[src/rtl/abp_pkg.sv]
package abp_pkg;
  typedef enum logic [1:0] {
    S_IDLE = 2'd0,
    S_SEND = 2'd1,
    S_WAIT = 2'd2
  } snd_state_e;
endpackage

[src/rtl/abp_timer.sv]
module abp_timer #(
  parameter int unsigned LIMIT = 16
) (
  input  logic clk_i,
  input  logic rst_ni,
  input  logic clear_i,
  input  logic run_i,
  output logic expire_o
);
  localparam int unsigned CW = $clog2(LIMIT + 1);

  logic [CW-1:0] cnt_q;

  assign expire_o = run_i && !clear_i && (cnt_q == CW'(LIMIT - 1));

  always_ff @(posedge clk_i or negedge rst_ni) begin
    if (!rst_ni)                  cnt_q <= '0;
    else if (clear_i || expire_o) cnt_q <= '0;
    else if (run_i)               cnt_q <= cnt_q + 1'b1;
  end

  AST_CNT_RANGE: assert property (@(posedge clk_i) disable iff (!rst_ni)
    cnt_q < CW'(LIMIT));
endmodule

[src/rtl/abp_sender.sv]
module abp_sender
  import abp_pkg::*;
#(
  parameter int unsigned DATA_W  = 8,
  parameter int unsigned TIMEOUT = 16
) (
  input  logic              clk_i,
  input  logic              rst_ni,
  input  logic              in_valid_i,
  input  logic [DATA_W-1:0] in_data_i,
  output logic              in_ready_o,
  output logic              tx_valid_o,
  output logic [DATA_W-1:0] tx_data_o,
  output logic              tx_mode_o,
  input  logic              ack_valid_i,
  input  logic              ack_mode_i
);
  snd_state_e        state_q, state_d;
  logic              mode_q;
  logic [DATA_W-1:0] data_q;
  logic              ack_hit, ack_miss, tmr_expire;

  assign in_ready_o = (state_q == S_IDLE);
  assign tx_valid_o = (state_q == S_SEND);
  assign tx_data_o  = data_q;
  assign tx_mode_o  = mode_q;

  assign ack_hit  = (state_q == S_WAIT) && ack_valid_i && (ack_mode_i == mode_q);
  assign ack_miss = (state_q == S_WAIT) && ack_valid_i && (ack_mode_i != mode_q);

  abp_timer #(.LIMIT(TIMEOUT)) u_tmr (
    .clk_i    (clk_i),
    .rst_ni   (rst_ni),
    .clear_i  (state_q == S_SEND),
    .run_i    (state_q == S_WAIT),
    .expire_o (tmr_expire)
  );

  always_comb begin
    state_d = state_q;
    unique case (state_q)
      S_IDLE:  if (in_valid_i) state_d = S_SEND;
      S_SEND:  state_d = S_WAIT;
      S_WAIT: begin
        // acknowledgement wins over a coincident timeout
        if (ack_hit)                     state_d = S_IDLE;
        else if (ack_miss || tmr_expire) state_d = S_SEND;
      end
      default: state_d = S_IDLE;
    endcase
  end

  always_ff @(posedge clk_i or negedge rst_ni) begin
    if (!rst_ni) begin
      state_q <= S_IDLE;
      mode_q  <= 1'b0;
      data_q  <= '0;
    end else begin
      state_q <= state_d;
      if (ack_hit) mode_q <= ~mode_q;
      if (state_q == S_IDLE && in_valid_i) data_q <= in_data_i;
    end
  end

  AST_SEND_PULSE: assert property (@(posedge clk_i) disable iff (!rst_ni)
    tx_valid_o |=> !tx_valid_o && !in_ready_o);
  AST_HIT_FLIP: assert property (@(posedge clk_i) disable iff (!rst_ni)
    ack_hit |=> in_ready_o && (tx_mode_o != $past(tx_mode_o)));
  AST_MISS_RESEND: assert property (@(posedge clk_i) disable iff (!rst_ni)
    ack_miss |=> tx_valid_o && $stable(tx_mode_o) && $stable(tx_data_o));
  AST_TIMEOUT_RESEND: assert property (@(posedge clk_i) disable iff (!rst_ni)
    tmr_expire |=> tx_valid_o && $stable(tx_mode_o) && $stable(tx_data_o));
  AST_IDLE_ACK_IGNORED: assert property (@(posedge clk_i) disable iff (!rst_ni)
    (in_ready_o && ack_valid_i) |=> $stable(tx_mode_o));
endmodule

[src/rtl/abp_receiver.sv]
module abp_receiver #(
  parameter int unsigned DATA_W     = 8,
  parameter int unsigned RX_TIMEOUT = 40
) (
  input  logic              clk_i,
  input  logic              rst_ni,
  input  logic              rx_valid_i,
  input  logic [DATA_W-1:0] rx_data_i,
  input  logic              rx_mode_i,
  output logic              ack_valid_o,
  output logic              ack_mode_o,
  output logic              out_valid_o,
  output logic [DATA_W-1:0] out_data_o
);
  logic              exp_q;
  logic              ack_valid_q, ack_mode_q, out_valid_q;
  logic [DATA_W-1:0] out_data_q;
  logic              good, bad, tmr_expire;

  assign good = rx_valid_i && (rx_mode_i == exp_q);
  assign bad  = rx_valid_i && (rx_mode_i != exp_q);

  abp_timer #(.LIMIT(RX_TIMEOUT)) u_tmr (
    .clk_i    (clk_i),
    .rst_ni   (rst_ni),
    .clear_i  (rx_valid_i),
    .run_i    (1'b1),
    .expire_o (tmr_expire)
  );

  always_ff @(posedge clk_i or negedge rst_ni) begin
    if (!rst_ni) begin
      exp_q       <= 1'b0;
      ack_valid_q <= 1'b0;
      ack_mode_q  <= 1'b0;
      out_valid_q <= 1'b0;
      out_data_q  <= '0;
    end else begin
      out_valid_q <= good;
      ack_valid_q <= rx_valid_i || tmr_expire;
      // error acknowledgement carries the inverse of the expected bit
      ack_mode_q  <= good ? exp_q : ~exp_q;
      if (good) begin
        out_data_q <= rx_data_i;
        exp_q      <= ~exp_q;
      end
    end
  end

  assign ack_valid_o = ack_valid_q;
  assign ack_mode_o  = ack_mode_q;
  assign out_valid_o = out_valid_q;
  assign out_data_o  = out_data_q;

  AST_GOOD_DELIVER: assert property (@(posedge clk_i) disable iff (!rst_ni)
    good |=> out_valid_o && ack_valid_o && (ack_mode_o == $past(rx_mode_i)));
  AST_DELIVER_FLIPS: assert property (@(posedge clk_i) disable iff (!rst_ni)
    out_valid_o |-> ack_valid_o && (ack_mode_o != exp_q));
  AST_BAD_NO_DELIVER: assert property (@(posedge clk_i) disable iff (!rst_ni)
    bad |=> !out_valid_o && ack_valid_o && (ack_mode_o == $past(rx_mode_i)));
  AST_RX_TIMEOUT_ACK: assert property (@(posedge clk_i) disable iff (!rst_ni)
    tmr_expire |=> ack_valid_o && !out_valid_o && (ack_mode_o != exp_q));
endmodule

[src/rtl/abp_link.sv]
module abp_link #(
  parameter int unsigned DATA_W     = 8,
  parameter int unsigned TIMEOUT    = 16,
  parameter int unsigned RX_TIMEOUT = 40
) (
  input  logic              clk_i,
  input  logic              rst_ni,
  input  logic              in_valid_i,
  input  logic [DATA_W-1:0] in_data_i,
  output logic              in_ready_o,
  output logic              tx_valid_o,
  output logic [DATA_W-1:0] tx_data_o,
  output logic              tx_mode_o,
  input  logic              rx_valid_i,
  input  logic [DATA_W-1:0] rx_data_i,
  input  logic              rx_mode_i,
  output logic              ack_tx_valid_o,
  output logic              ack_tx_mode_o,
  input  logic              ack_rx_valid_i,
  input  logic              ack_rx_mode_i,
  output logic              out_valid_o,
  output logic [DATA_W-1:0] out_data_o
);
  abp_sender #(.DATA_W(DATA_W), .TIMEOUT(TIMEOUT)) u_snd (
    .clk_i       (clk_i),
    .rst_ni      (rst_ni),
    .in_valid_i  (in_valid_i),
    .in_data_i   (in_data_i),
    .in_ready_o  (in_ready_o),
    .tx_valid_o  (tx_valid_o),
    .tx_data_o   (tx_data_o),
    .tx_mode_o   (tx_mode_o),
    .ack_valid_i (ack_rx_valid_i),
    .ack_mode_i  (ack_rx_mode_i)
  );

  abp_receiver #(.DATA_W(DATA_W), .RX_TIMEOUT(RX_TIMEOUT)) u_rcv (
    .clk_i       (clk_i),
    .rst_ni      (rst_ni),
    .rx_valid_i  (rx_valid_i),
    .rx_data_i   (rx_data_i),
    .rx_mode_i   (rx_mode_i),
    .ack_valid_o (ack_tx_valid_o),
    .ack_mode_o  (ack_tx_mode_o),
    .out_valid_o (out_valid_o),
    .out_data_o  (out_data_o)
  );

  AST_RESET_IDLE: assert property (@(posedge clk_i) disable iff (!rst_ni)
    $rose(rst_ni) |-> in_ready_o && !tx_valid_o && !out_valid_o);
endmodule

[config.mk]
export PLATFORM = sky130hd
export DESIGN_NAME = abp_link
export DESIGN_NICKNAME = d
export VERILOG_FILES = /design/src/rtl/abp_pkg.sv /design/src/rtl/abp_timer.sv /design/src/rtl/abp_sender.sv /design/src/rtl/abp_receiver.sv /design/src/rtl/abp_link.sv
export SDC_FILE = /design/constraint.sdc
export NUM_CORES = 1
export LEC_CHECK = 0
export ABC_AREA = 0
export BUFFER_PORTS_ARGS = -buffer_cell sky130_fd_sc_hd__buf_4
export CORE_ASPECT_RATIO = 0.75
export CORE_MARGIN = 3
export CORE_UTILIZATION = 35
export CTS_CLUSTER_DIAMETER = 30
export DETAILED_ROUTE_END_ITERATION = 16
export PLACE_DENSITY = 0.57
export SYNTH_ARGS = -nofsm -noshare
export SYNTH_HDL_FRONTEND = slang
export SYNTH_SLANG_ARGS = --single-unit
[constraint.sdc]
create_clock -name clk_i -period 2.3 [get_ports clk_i]
set_input_delay 0.23 -clock clk_i [delete_from_list [all_inputs] [get_ports clk_i]]
set_output_delay 0.23 -clock clk_i [all_outputs]
set_load 0.03 [all_outputs]
==> results of run 1 <==
state kept, by name, summed over array words and instances (netlist names):
register and cells:
u_rcv.u_tmr.cnt_q 6, u_rcv.exp_q 1, u_rcv.ack_mode_o 1, u_rcv.out_data_o 8, u_rcv.ack_valid_o 1, u_snd.tx_mode_o 1
u_rcv.out_valid_o 1, u_snd.tx_data_o 8, u_snd.u_tmr.cnt_q 5, u_snd.state_q 2
layout by cell type, fill, tap and decap left out, types with 2 or more instances in the layout:
| master | Yosys | final |
|---|---|---|
| xnor2_1 | 3 | 3 |
| inv_1 | 6 | 6 |
| and3_1 | 2 | 2 |
| ha_1 | 3 | 3 |
| xor2_1 | 2 | 2 |
| dfrtp_1 | 34 | 34 |
| buf_4 | 0 | 44 |
| mux2_4 | 8 | 8 |
| a31oi_1 | 2 | 2 |
| o21ai_0 | 7 | 7 |
| mux2_2 | 8 | 8 |
| nor2_1 | 11 | 11 |
| a21oi_1 | 6 | 6 |
| nand2_1 | 2 | 2 |
| nor3b_1 | 2 | 2 |
| clkbuf_8 | 0 | 6 |
| nand3_1 | 6 | 6 |
worst register-to-register path, stage by stage (launching register included):
cell and delay (ps):
dfrtp_1 410, ha_1 240, and3_1 190, ha_1 270, or2_2 320, a31o_2 230
metal layers:
| layer | vias up | GRT usage, % |
|---|---|---|
| met5 | - | 0 |
| met4 | 0 | 5.060 |
| met2 | 44 | 17.92 |
| met1 | 469 | 14.95 |
| li1 | 504 | - |
| met3 | 4 | 4.899 |
final cells by class:
cell class,count,share of cell area (%)
Sequential cell,34,43.90
Multi-Input combinational cell,74,29.31
Timing Repair Buffer,45,17.56
Clock buffer,7,4.454
Tap cell,52,3.357
Inverter,6,1.162
Clock inverter,1,0.2582
cells by family after synthesis:
logic type	synth area share, %
AOI/OAI and AO/OA	8.355
xor gates and xnor gates	2.984
muxes	14.32
and+or+nand+nor	10.49
buffers and inverters	3.324
adders and majority gates	2.558
DFF	57.97
worst min path at each step:
stage | slack [ps] | from | cells past startpoint | end
6_report | 140 | rx_valid_i | 2 | u_rcv.u_tmr.cnt_q[2]$_DFF_PN0_
5_1_grt | 150 | rx_valid_i | 2 | u_rcv.u_tmr.cnt_q[4]$_DFF_PN0_
4_1_cts | 130 | rx_valid_i | 2 | u_rcv.u_tmr.cnt_q[2]$_DFF_PN0_
3_5_place_dp | 200 | rst_ni | 1 | u_snd.tx_mode_o$_DFFE_PN0P_
3_3_place_gp | 200 | rst_ni | 1 | u_snd.tx_data_o[3]$_DFFE_PN0P_
2_1_floorplan | -70 | rst_ni | 0 | u_rcv.ack_mode_o$_DFF_PN0_
power by group:
group	total, µW	internal [µW]	switching (µW)
clock	440	241	199
combinational	914	421	492
sequential	903	760	142
through the flow:
| stage | setup WS (ps) | power (µW) |
|---|---|---|
| 2_1_floorplan | 595.6 | 1517 |
| 3_3_place_gp | 598.8 | 1824 |
| 3_5_place_dp | 541.8 | 1836 |
| 4_1_cts | 529.4 | 2294 |
| 5_1_grt | 457.8 | 2405 |
| 6_report | 527.9 | 2257 |
==> reports/metrics.cfg, run 1 <==
[worst_hold_path]
hold_path.class = input port to flop

[finish]
area_growth_pct = 32.05
instances_no_fill = 219
num_antenna_cells = 0
regArea_um2 = 850.8
nets = 192
final_cell_area_mm2 = 0.001938
final_util_pct = 50.32
multi_input_area_um2 = 568.0
drive_above_1_share_pct = 41.92
fillers = 368

[clock_tree]
cts-htree-levels = 2
cts_resized = 0
postCtsHoldBufs = 1
root_buffer = clkbuf_8
cts.reportedPaths.clkPinSlew_ps = 60
cts_tree = built
clk_latency_ps = 280
cts_sinks = 34
post-cts-setup-buffers = 0
cts_made_buffers = 5
cts_max_path_buffers = 2

[place]
gp_congestion = 0.7795
place_inst = 210
portBuffers = 44
dpl_cell_area_mm2 = 0.001837
dp_hpwl_um = 1960

[synthesis]
synth_edf_count = 0
synthTopCellsByArea = dfrtp_1 (58%), mux2_4 (8.2%), mux2_2 (6.1%)
avgSynthCellArea_um2 = 12.44
ys_ff_latch = 34
async_reset_ff_share_pct = 100.0
synth_ff_type = dfrtp_1
syn-cell-area_mm2 = 0.001468
yosysTopAreaCell = dfrtp_1
synth_top_area_share_pct = 57.97
synth_warnings = 0
seq_area_frac_synth_pct = 57.97
yosysMostFrequentCell = dfrtp_1
yosysUniqueCellTypes = 29
synth_common_cells = dfrtp_1 (34), nor2_1 (11), mux2_2 (8), mux2_4 (8), o21ai_0 (7)
synthesis.nets = 144
netlist_instances = 118

[critical_path]
crit_path_end = u_snd.state_q[0]$_DFFE_PN0P_
cpMaxStageDelayCell = dfrtp_1
reg2regPathDepth = 5
path_buf_inv = 0
crit_type = flop to flop
r2r_slack_ps = 530
crit_start = u_snd.u_tmr.cnt_q[0]$_DFFE_PN0P_
cp_cell_sequence = ha_1 > and3_1 > ha_1 > or2_2 > a31o_2
reg2reg_from = u_snd.u_tmr.cnt_q[0]$_DFFE_PN0P_
cp_data_arrival_time_ps = 1940
path_max_fanout = 9
cp_top_family = adder cells
cp_common_cell = ha_1
slowest_delay_ps = 410
cp.depth = 5
startpoint_type = flop
end_kind = flop
required_ps = 2470
timing.rr.end = u_snd.state_q[0]$_DFFE_PN0P_

[grt]
grt_pass1_vias = 982
grt_pass1_wl_um = 4402
grt_max_degree = 35
overflow = 0
antenna_found_initial = 0
track_usage_pct = 11.77

[timing]
rsz0062_at_grt = false
period_share_pct = 77.05
finalSetupTns_ps = 0
worst_slew_pin_slew_ps = 555.0
period_needed_ps = 1772
setup_viol = 0
max_freq_mhz = 564.3
fin_skew_ps = 3.439
relSlewSlack_pct = 63.00
whs_ps = 144.8
hold_viol = 0
slew_violations = 0

[route]
finalWirelength_um = 2733
wl_met2_um = 1097
ant_nets = 0
topRoutingLayerUsed = met4
avgViaCountPerCell = 4.662
met3_length_um = 283
vias = 1021
drt_iter0_drc = 33
drc_errors = 0
wl_met1_um = 1314
firstDrtPassIters = 4
wire_per_inst_um = 12.48

[flow_run]
drv_cap = 0

[pwr]
p_leak_uw = 0.0009402
peakVddDrop_uv = 582.0
power_density_mw_per_mm2 = 1164

[floorplanning]
die_area_mm2 = 0.005015
dieHeight_um = 62.08
fp.dieW_um = 80.78
pin_count = 45
coreArea_mm2 = 0.003851
start_util_pct = 38.11
rows = 19

[outcome]
outcome = complete, no violations

No activity file was read; power rests on OpenSTA's default activity.
==> run 2: changes to the inputs <==
==> constraint.sdc (replaced) <==
create_clock -name clk_i -period 1.8 [get_ports clk_i]
set_input_delay 0.18 -clock clk_i [delete_from_list [all_inputs] [get_ports clk_i]]
set_output_delay 0.18 -clock clk_i [all_outputs]
set_load 0.03 [all_outputs]
==> run 2 against run 1 <==
Compared with the run above: wire length up 2.2%; sequential cell count unchanged; worst hold slack worse by 47 ps; critical endpoint unchanged; largest cell class unchanged.
==> reports/metrics.cfg, run 2 (synthesis results as in run 1) <==
[critical_path]
r2r_slack_ps = 120
path_max_fanout = 9
cpMaxStageDelayCell = dfrtp_1
cp_data_arrival_time_ps = 1850
end_kind = flop
required_ps = 1970
cp_top_family = simple AND/OR/NAND/NOR gates
reg2regPathDepth = 5
reg2reg_from = u_snd.u_tmr.cnt_q[0]$_DFFE_PN0P_
startpoint_type = flop
crit_type = flop to flop
slowest_delay_ps = 420
timing.rr.end = u_snd.state_q[0]$_DFFE_PN0P_
cp_cell_sequence = ha_1 > and3_1 > ha_2 > or2_2 > a31o_2
path_buf_inv = 0

[clock_tree]
cts.reportedPaths.clkPinSlew_ps = 70
cts_tree = built
cts-htree-levels = 2
cts_sinks = 34
root_buffer = clkbuf_8
clk_latency_ps = 270
cts_made_buffers = 5
cts_max_path_buffers = 2
post-cts-setup-buffers = 0

[route]
drt_iter0_drc = 31
vias = 1050
ant_nets = 0
drc_errors = 0
firstDrtPassIters = 4
avgViaCountPerCell = 4.751
wire_per_inst_um = 12.64
finalWirelength_um = 2794

[timing]
worst_slew_pin_slew_ps = 423.5
max_freq_mhz = 594.0
period_share_pct = 93.54
hold_viol = 0
slew_violations = 0
fin_skew_ps = 2.985
relSlewSlack_pct = 71.77
setup_viol = 0
rsz0062_at_grt = false
period_needed_ps = 1684
finalSetupTns_ps = 0
whs_ps = 98.00

[floorplanning]
start_util_pct = 38.11
coreArea_mm2 = 0.003851
fp.dieW_um = 80.78
die_area_mm2 = 0.005015
pin_count = 45
rows = 19
dieHeight_um = 62.08

[pwr]
switchingPower_uw = 1072
intPower_uw = 1839
p_leak_uw = 0.0009493
combPwrFrac_pct = 42.0
power_density_mw_per_mm2 = 1489
power_frac_clock_pct = 19.2
peakVddDrop_uv = 675.4
p_seq_share_pct = 38.8
swShare_pct = 36.83

[grt]
grtUsageMet3_pct = 5.476
overflow = 0
grt_util_met1_pct = 14.95
grt_pass1_wl_um = 4747
grt_busiest_layer = met2
track_usage_pct = 12.65
grt_max_degree = 35
use_met2_pct = 20.75
grt_pass1_vias = 1065
antenna_found_initial = 0

[finish]
area_growth_pct = 33.25
drive_above_1_share_pct = 43.20
num_antenna_cells = 0
most-common-layout-cells = buf_4 (46), dfrtp_1 (34), nor2_1 (11), mux2_2 (8), mux2_4 (8)
nets = 194
layout_commonest_cell = buf_4

[place]
dp_hpwl_um = 2007
gp_congestion = 0.7791
portBuffers = 44

[worst_hold_path]
hp-start = rx_valid_i
hold_path.class = input port to flop
hold_depth = 2
whs_endpoint = u_rcv.u_tmr.cnt_q[2]$_DFF_PN0_

[flow_run]
drv_cap = 0

[outcome]
outcome = complete, no violations

run 2: cell types whose count changed in the layout (fill, tap and decap cells not counted):
cell,change
ha_2,+1
buf_4,+2
ha_1,-1
run 2: how the worst max path moves through the flow:
stage	start	endpoint	depth (start not counted)
after floorplan	u_snd.u_tmr.cnt_q[0]$_DFFE_PN0P_	u_snd.state_q[0]$_DFFE_PN0P_	6
after global placement	u_snd.u_tmr.cnt_q[0]$_DFFE_PN0P_	u_snd.state_q[0]$_DFFE_PN0P_	5
after detailed placement	u_snd.u_tmr.cnt_q[0]$_DFFE_PN0P_	u_snd.state_q[0]$_DFFE_PN0P_	5
after CTS	u_snd.u_tmr.cnt_q[0]$_DFFE_PN0P_	u_snd.state_q[0]$_DFFE_PN0P_	5
after global routing	u_snd.u_tmr.cnt_q[0]$_DFFE_PN0P_	u_snd.state_q[0]$_DFFE_PN0P_	5
final	u_snd.u_tmr.cnt_q[0]$_DFFE_PN0P_	u_snd.state_q[0]$_DFFE_PN0P_	5
run 2: power groups by stage:
stage	clock, µW	combinational (µW)	sequential [µW]
after floorplan	0	531	1410
after global placement	0	1230	1130
after detailed placement	0	1230	1140
after CTS	589	1240	1130
after global routing	620	1320	1170
final	559	1220	1130
run 2: metrics by stage:
step	power [µW]	cells	util (%)	setup slack, ps	cell area [µm²]
finish	2912	221	50.78	116.4	1956
global route	3104	221	50.78	48.94	1956
CTS	2958	221	50.71	41.44	1953
detailed placement	2371	212	48.08	50.88	1852
global placement	2354	212	48.08	91.84	1852
floorplan	1939	118	-	95.58	1468
run 2: layout make-up:
class | count | area (µm²)
fillers | 369 | 1896
flip-flops and latches | 34 | 850.8
clock buffers | 7 | 86.33
well taps | 52 | 65.06
repair buffers | 47 | 355.3
inverters | 6 | 22.52
multi-input cells | 74 | 570.5
clock inverters | 1 | 5.005
run 2: timing repair:
action,in CTS,in global routing
hold buffers,1,0
gates resized for setup,0,1
hold endpoints to repair,34,0
endpoints found under the setup margin,0,1
run 2: routing by layer:
layer / up-vias / share of wire [%]
met4: 0 / 1.0
met3: 5 / 11
met2: 42 / 43
met1: 491 / 45
met5: - / 0
li1: 512 / -
